## config.mk

```make
export PLATFORM = sky130hd
export DESIGN_NAME = brk_abort_det
export DESIGN_NICKNAME = d
export VERILOG_FILES = /design/src/rtl/brk_det_pkg.sv /design/src/rtl/brk_async_unit.sv /design/src/rtl/brk_ones_run.sv /design/src/rtl/brk_stat_sel.sv /design/src/rtl/brk_abort_det.sv
export SDC_FILE = /design/constraint.sdc
export NUM_CORES = 1
export LEC_CHECK = 0
export BUFFER_PORTS_ARGS = -buffer_cell sky130_fd_sc_hd__clkbuf_2
export CAP_MARGIN = 5
export CORE_AREA = 2 2 39 41
export CTS_CLUSTER_SIZE = 30
export DETAILED_ROUTE_END_ITERATION = 12
export DIE_AREA = 0 0 41 43
export HOLD_SLACK_MARGIN = 0.05
export PLACE_DENSITY = 0.54
export SYNTH_ARGS = -nofsm -noshare
export SYNTH_HDL_FRONTEND = slang
export SYNTH_SLANG_ARGS = --single-unit
```

## constraint.sdc

```tcl
create_clock -name clk -period 1.4 [get_ports clk]
set_input_delay 0.42 -clock clk [delete_from_list [all_inputs] [get_ports clk]]
set_output_delay 0.42 -clock clk [all_outputs]
set_load 0.1 [all_outputs]
```

## src/rtl/brk_det_pkg.sv

```systemverilog
package brk_det_pkg;
  typedef enum logic [1:0] {
    MODE_ASYNC    = 2'd0,
    MODE_CHARSYNC = 2'd1,
    MODE_FRAMED   = 2'd2,
    MODE_UNUSED   = 2'd3
  } rx_mode_e;
endpackage

```

## src/rtl/brk_async_unit.sv

```systemverilog
module brk_async_unit #(
  parameter int CHAR_W = 8
) (
  input  logic              clk,
  input  logic              rst_n,
  input  logic              enable,
  input  logic              rx_bit_vld,
  input  logic              rx_bit,
  input  logic              char_done,
  input  logic [CHAR_W-1:0] char_data,
  input  logic              char_ferr,
  output logic              brk_q,
  output logic              set_ev,
  output logic              end_ev,
  output logic              null_pulse
);
  function automatic logic is_break_char(input logic [CHAR_W-1:0] d, input logic fe);
    return (d == '0) && fe;
  endfunction

  function automatic logic is_mark(input logic v, input logic b);
    return v && b;
  endfunction

  // A 1 bit ends an ongoing break; a break character starts one only when idle.
  assign end_ev = enable && brk_q && is_mark(rx_bit_vld, rx_bit);
  assign set_ev = enable && !brk_q && char_done && is_break_char(char_data, char_ferr);

  always_ff @(posedge clk or negedge rst_n) begin
    if (!rst_n) begin
      brk_q      <= 1'b0;
      null_pulse <= 1'b0;
    end else begin
      null_pulse <= end_ev;
      if (!enable)     brk_q <= 1'b0;
      else if (end_ev) brk_q <= 1'b0;
      else if (set_ev) brk_q <= 1'b1;
    end
  end
endmodule

```

## src/rtl/brk_ones_run.sv

```systemverilog
module brk_ones_run #(
  parameter int ABORT_RUN = 7
) (
  input  logic clk,
  input  logic rst_n,
  input  logic enable,
  input  logic rx_bit_vld,
  input  logic rx_bit,
  output logic abort_q,
  output logic abort_ev,
  output logic hunt_pulse
);
  localparam int RUN_W = $clog2(ABORT_RUN + 1);
  localparam logic [RUN_W-1:0] RUN_MAX = RUN_W'(ABORT_RUN);

  logic [RUN_W-1:0] run_q;

  function automatic logic [RUN_W-1:0] run_next(input logic [RUN_W-1:0] c, input logic b);
    if (!b)           return '0;
    if (c == RUN_MAX) return c;
    return c + 1'b1;
  endfunction

  assign abort_q  = (run_q == RUN_MAX);
  assign abort_ev = enable && rx_bit_vld && rx_bit && (run_q == RUN_MAX - 1'b1);

  always_ff @(posedge clk or negedge rst_n) begin
    if (!rst_n) begin
      run_q      <= '0;
      hunt_pulse <= 1'b0;
    end else begin
      hunt_pulse <= abort_ev;
      if (!enable)         run_q <= '0;
      else if (rx_bit_vld) run_q <= run_next(run_q, rx_bit);
    end
  end
endmodule

```

## src/rtl/brk_stat_sel.sv

```systemverilog
module brk_stat_sel
  import brk_det_pkg::*;
(
  input  rx_mode_e mode,
  input  logic     brk_q,
  input  logic     abort_q,
  output logic     stat
);
  always_comb begin
    unique case (mode)
      MODE_ASYNC:  stat = brk_q;
      MODE_FRAMED: stat = abort_q;
      default:     stat = 1'b0;
    endcase
  end
endmodule

```

## src/rtl/brk_abort_det.sv

```systemverilog
module brk_abort_det
  import brk_det_pkg::*;
#(
  parameter int CHAR_W    = 8,
  parameter int ABORT_RUN = 7
) (
  input  logic              clk,
  input  logic              rst_n,
  input  logic [1:0]        mode_sel,
  input  logic              rx_bit_vld,
  input  logic              rx_bit,
  input  logic              char_done,
  input  logic [CHAR_W-1:0] char_data,
  input  logic              char_ferr,
  output logic              brk_abt_stat,
  output logic              hunt_req,
  output logic              null_wr_req
);
  rx_mode_e mode;
  logic     async_en, framed_en;
  logic     brk_q, brk_set_ev, brk_end_ev;
  logic     abort_q, abort_ev;

  assign mode      = rx_mode_e'(mode_sel);
  assign async_en  = (mode == MODE_ASYNC);
  assign framed_en = (mode == MODE_FRAMED);

  brk_async_unit #(.CHAR_W(CHAR_W)) u_async (
    .clk        (clk),
    .rst_n      (rst_n),
    .enable     (async_en),
    .rx_bit_vld (rx_bit_vld),
    .rx_bit     (rx_bit),
    .char_done  (char_done),
    .char_data  (char_data),
    .char_ferr  (char_ferr),
    .brk_q      (brk_q),
    .set_ev     (brk_set_ev),
    .end_ev     (brk_end_ev),
    .null_pulse (null_wr_req)
  );

  brk_ones_run #(.ABORT_RUN(ABORT_RUN)) u_run (
    .clk        (clk),
    .rst_n      (rst_n),
    .enable     (framed_en),
    .rx_bit_vld (rx_bit_vld),
    .rx_bit     (rx_bit),
    .abort_q    (abort_q),
    .abort_ev   (abort_ev),
    .hunt_pulse (hunt_req)
  );

  brk_stat_sel u_sel (
    .mode    (mode),
    .brk_q   (brk_q),
    .abort_q (abort_q),
    .stat    (brk_abt_stat)
  );
endmodule

```

**Yosys cells after proc, flatten, opt, wreduce, memory -nomap -nowiden**

Cells that the tools add are included.

- Word-level logic and storage cells: 42
- Bits of input ports: 16
- Register bits: 6

- Equality and inequality tests: 6
- Multiplexer cells: 17
- Reduce and logical (&&, ||, !) cells: 14
- Add/sub/neg operators: 1

Operators by type and width:

| cell | count |
|---|---|
| $mux 3 | 6 |
| $logic_and 1x1->1 | 10 |
| $mux 1 | 10 |
| $logic_not 8->1 | 1 |
| $eq 3x3->1 const B | 2 |
| $ne 4x4->1 const B | 1 |
| $add 3x1->3 const B | 1 |
| $ne 3x3->1 const B | 1 |
| $eq 2x2->1 const B | 1 |
| $logic_not 2->1 | 1 |
| $ne 2x2->1 const B | 1 |
| $pmux 1 s2 | 1 |
| $reduce_and 2->1 | 1 |
| $logic_not 1->1 | 1 |

**Depth between registers and ports, before layout**

- Depth in word-level cells: 10
- Depth in mapped cells: 5

**By module**

A second synthesis with hierarchy kept.

- Cell total of the unflattened synthesis: 38
- Area, all modules: 396.6 um^2

By module, submodules not included:

| module | area an instance (um^2) | times used | cells each |
|---|---|---|---|
| brk_ones_run | 242.7 | 1 | 24 |
| brk_async_unit | 122.6 | 1 | 10 |
| brk_abort_det | 17.5 | 1 | 2 |
| brk_stat_sel | 13.8 | 1 | 2 |

**Worst setup path before layout**

No wires, ideal clock.

- Kind: register to output
- Start: register u_run.run_q[0]
- End: output port brk_abt_stat
- Path slack: -1105 ps
- Data arrival time: 2085 ps
- Cell stages (with the launch flop): 5
- Buffers on the path: 0
- Cells stage by stage: dfrtp_1 ha_1 ha_1 mux2i_1 nor2_1

- Cells in the longest elaborated chain, start to end: 2

Ends and longest elaborated chain:

| what | RTL line | source |
|---|---|---|
| start: declaration | brk_ones_run.sv:16 | `logic [RUN_W-1:0] run_q;` |
| start signal: assignment | brk_ones_run.sv:34 | `else if (rx_bit_vld) run_q <= run_next(run_q, rx_bit);` |
| $eq 3x3->1 | brk_ones_run.sv:24 | `assign abort_q = (run_q == RUN_MAX);` |
| $pmux 1 s2 | brk_stat_sel.sv:10 | `unique case (mode)` |
| end: declaration | brk_abort_det.sv:15 | `output logic brk_abt_stat,` |

No other way between the ends.

**Worst setup path after layout**

Same ends and word-level chain as after synthesis.

==> flow_summary.yaml <==
run_status:
  status: "complete, but fails checks"
  violations: "setup timing"
clocking:
  htree_num_levels: 1
  clock-sinks: 6
  cts_tree: "done"
  cts_made_buffers: 3
  cts_root_buffer: "clkbuf_4"
  clk_pin_slew_ns: 0.05
  insertion_delay_ns: 0.24
  cts_buffer_depth: 2
layout:
  fin_area_um2: 612
  area_delta_synth_final_pct: 70.4
  diodes: 0
  final_cells: 80
  layout.nets: 85
  drive_gt1_frac: 0.484
  fillers: 140
floorplanning:
  die_x_um: 41
  boundaryPins: 19
  die-area_mm2: 0.00176
  start_util: 0.259
  coreArea_mm2: 0.00138
  fp.dieH_um: 43
  rows: 14
route:
  wl_per_cell_um: 9.55
  remaining_drc_errors: 0
  drt_iter0_markers: 4
  first_pass_iters: 3
  final_antenna_net_count: 0
  finalWirelength_um: 764
  via_per_inst: 4.45
  num_vias: 356
place:
  placed_area_um2: 571
  dp.cells: 76
  portBuffers: 18
  gp_congestion: 0.667
  place_ws_ns: -0.186
  hpwlAfterDp_um: 670
power:
  power_mw: 0.386
  p_leak_nw: 0.269
  ir_worst_vdd_uv: 307
  power_density_mw_per_mm2: 631
timing:
  setup_slack_ns: -0.364
  hold_viol: 0
  min_period_over_period: 1.26
  slew_headroom: 0.828
  worst_slew_pin_slew_ns: 0.254
  finalSetupViolCount: 2
  slew_viol_final: 0
  fmax_mhz: 567
  post-route-min-period_ns: 1.76
  skew_ns: 0.00380
  rsz0062_at_grt: "yes"
grt:
  antenna_found_initial: 0
  grt_pass1_vias: 321
  grt.overflow.total: 0
  grt_max_degree: 8
  track_usage: 0.113
  grt_pass1_wl_mm: 1.29
worst_hold_path:
  hold_class: "primary input to flop"
yosys:
  avgSynthCellArea_um2: 9.45
  synthesis.area_um2: 359
  yosysWarningCount: 0
  ys_seq_elements: 6
  synth.yosys.seq_area_share: 0.418
  synth_cell_types: 18
  syn_inst: 38
  synth_nets: 57
worst_setup_path:
  cp_cell_sequence: "ha_2 > ha_4 > mux2i_4 > nor2_4 > buf_12"
  crit_type: "flop to primary output"
  cp.arrival_ns: 1.34
  critPathMaxStageDelay_ns: 0.37
  critPathCaptureType: "primary output"
  start_kind: "flop"
  required_ns: 0.98
  cpMaxStageDelayCell: "dfrtp_1"
  crit_path_max_fanout: 2
job:
  max_cap_violations: 0
[cell usage after synthesis, drive strengths merged]
cell type | number | share of area
nor2 | 4 | 0.042
ha | 3 | 0.10
a21bo | 1 | 0.028
nor4 | 1 | 0.017
nor3 | 1 | 0.014
dfrtp | 6 | 0.42
nand2b | 3 | 0.052
nand4b | 1 | 0.024
inv | 1 | 0.010
mux2i | 1 | 0.028
a31oi | 2 | 0.035
nor4b | 1 | 0.024
nand3 | 3 | 0.042
and4bb | 1 | 0.035
a21oi | 2 | 0.028
nand2 | 5 | 0.052
o21ai | 1 | 0.014
nand4bb | 1 | 0.031
[worst paths after layout]
path | from | end | slack (ns) | depth (start not counted)
worst max-delay path | u_run.run_q[0]$_DFFE_PN0P_ | brk_abt_stat | -0.36 | 5
worst min-delay path | char_ferr | u_async.brk_q$_DFFE_PN0P_ | 0.41 | 3
worst max register to register | u_run.run_q[0]$_DFFE_PN0P_ | u_run.run_q[0]$_DFFE_PN0P_ | -0.01 | 6
worst min register to register | u_async.brk_q$_DFFE_PN0P_ | u_async.null_pulse$_DFF_PN0_ | 0.58 | 2
max in group asynchronous | rst_n | u_async.null_pulse$_DFF_PN0_ | 0.70 | 2
min in group asynchronous | rst_n | u_run.run_q[2]$_DFFE_PN0P_ | 0.54 | 2
[stage by stage]
step | hold slack (ns) | setup TNS [ns] | util
detailed placement | 0.258 | -0.206 | 0.412
floorplan | 0.124 | -0.316 | -
global placement | 0.257 | -0.182 | 0.412
CTS | 0.410 | -0.402 | 0.442
global route | 0.418 | -0.521 | 0.442
finish | 0.412 | -0.370 | 0.442
[state kept, by name, indices dropped and copies added (netlist names)]
signal	count
u_async.brk_q	1
u_async.null_pulse	1
u_run.hunt_pulse	1
u_run.run_q	3
[area by class of cell]
class / instances / area (um2) / area share
clock buffers: 3 / 22.5 / 0.0368
flip-flops and latches: 6 / 150 / 0.245
multi-input cells: 31 / 240 / 0.393
inverters: 1 / 3.75 / 0.00613
repair buffers: 23 / 175 / 0.286
well taps: 16 / 20.0 / 0.0327
[where the power goes]
group	internal (mW)	total [mW]	leakage (nW)	switching, mW
registers	0.175	0.176	0.0836	0.000580
clock network	0.0968	0.157	0.0138	0.0602
logic	0.0294	0.0534	0.171	0.0240
[worst max-delay path: cells and delay by family, from the launching register on]
family	cells	cell delay [ns]
muxes	1	0.16
adders and majority gates	2	0.36
DFF	1	0.37
buffers and inverters	1	0.16
and+or+nand+nor	1	0.05
[metal layers]
metal	GRT usage	part of all wire
met1	0.162	0.49
met2	0.131	0.43
met3	0.0628	0.075
met4	0.0600	0
met5	0	0
[what timing repair did]
item	4_1_cts	5_1_grt
endpoints found under the hold margin	6	0
gates resized for setup	1	0
pin swaps	3	0
setup endpoints to repair	2	2
setup buffers	0	0
hold buffers	1	0
[cell usage in the layout, fill, tap and decap left out]
master         instances
dlygate4sd3_1          1
o21ai_1                1
clkbuf_4               3
inv_1                  1
nor3_1                 1
a31oi_1                2
nor2_1                 3
ha_4                   1
a21oi_1                2
nor4_1                 1
a21bo_2                1
dfrtp_1                6
clkbuf_2              15
ha_2                   1
nand3_1                3
nand2_1                5
mux2i_4                1
nand4b_1               1
and4bb_2               1
ha_1                   1
nand2b_1               3
buf_12                 3
nand4bb_1              1
nor2_4                 1
nor4b_1                1
buf_4                  4
[kinds of logic (layout without fill, tap and decap cells)]
logic type	after synthesis	in the layout	share of synthesized area
AOI/OAI and AO/OA	6	6	0.105
adders and majority gates	3	3	0.105
buffers and inverters	1	27	0.0104
DFF	6	6	0.418
muxes	1	1	0.0279
and+or+nand+nor	21	21	0.334
No activity file was read; power rests on OpenSTA's default activity.
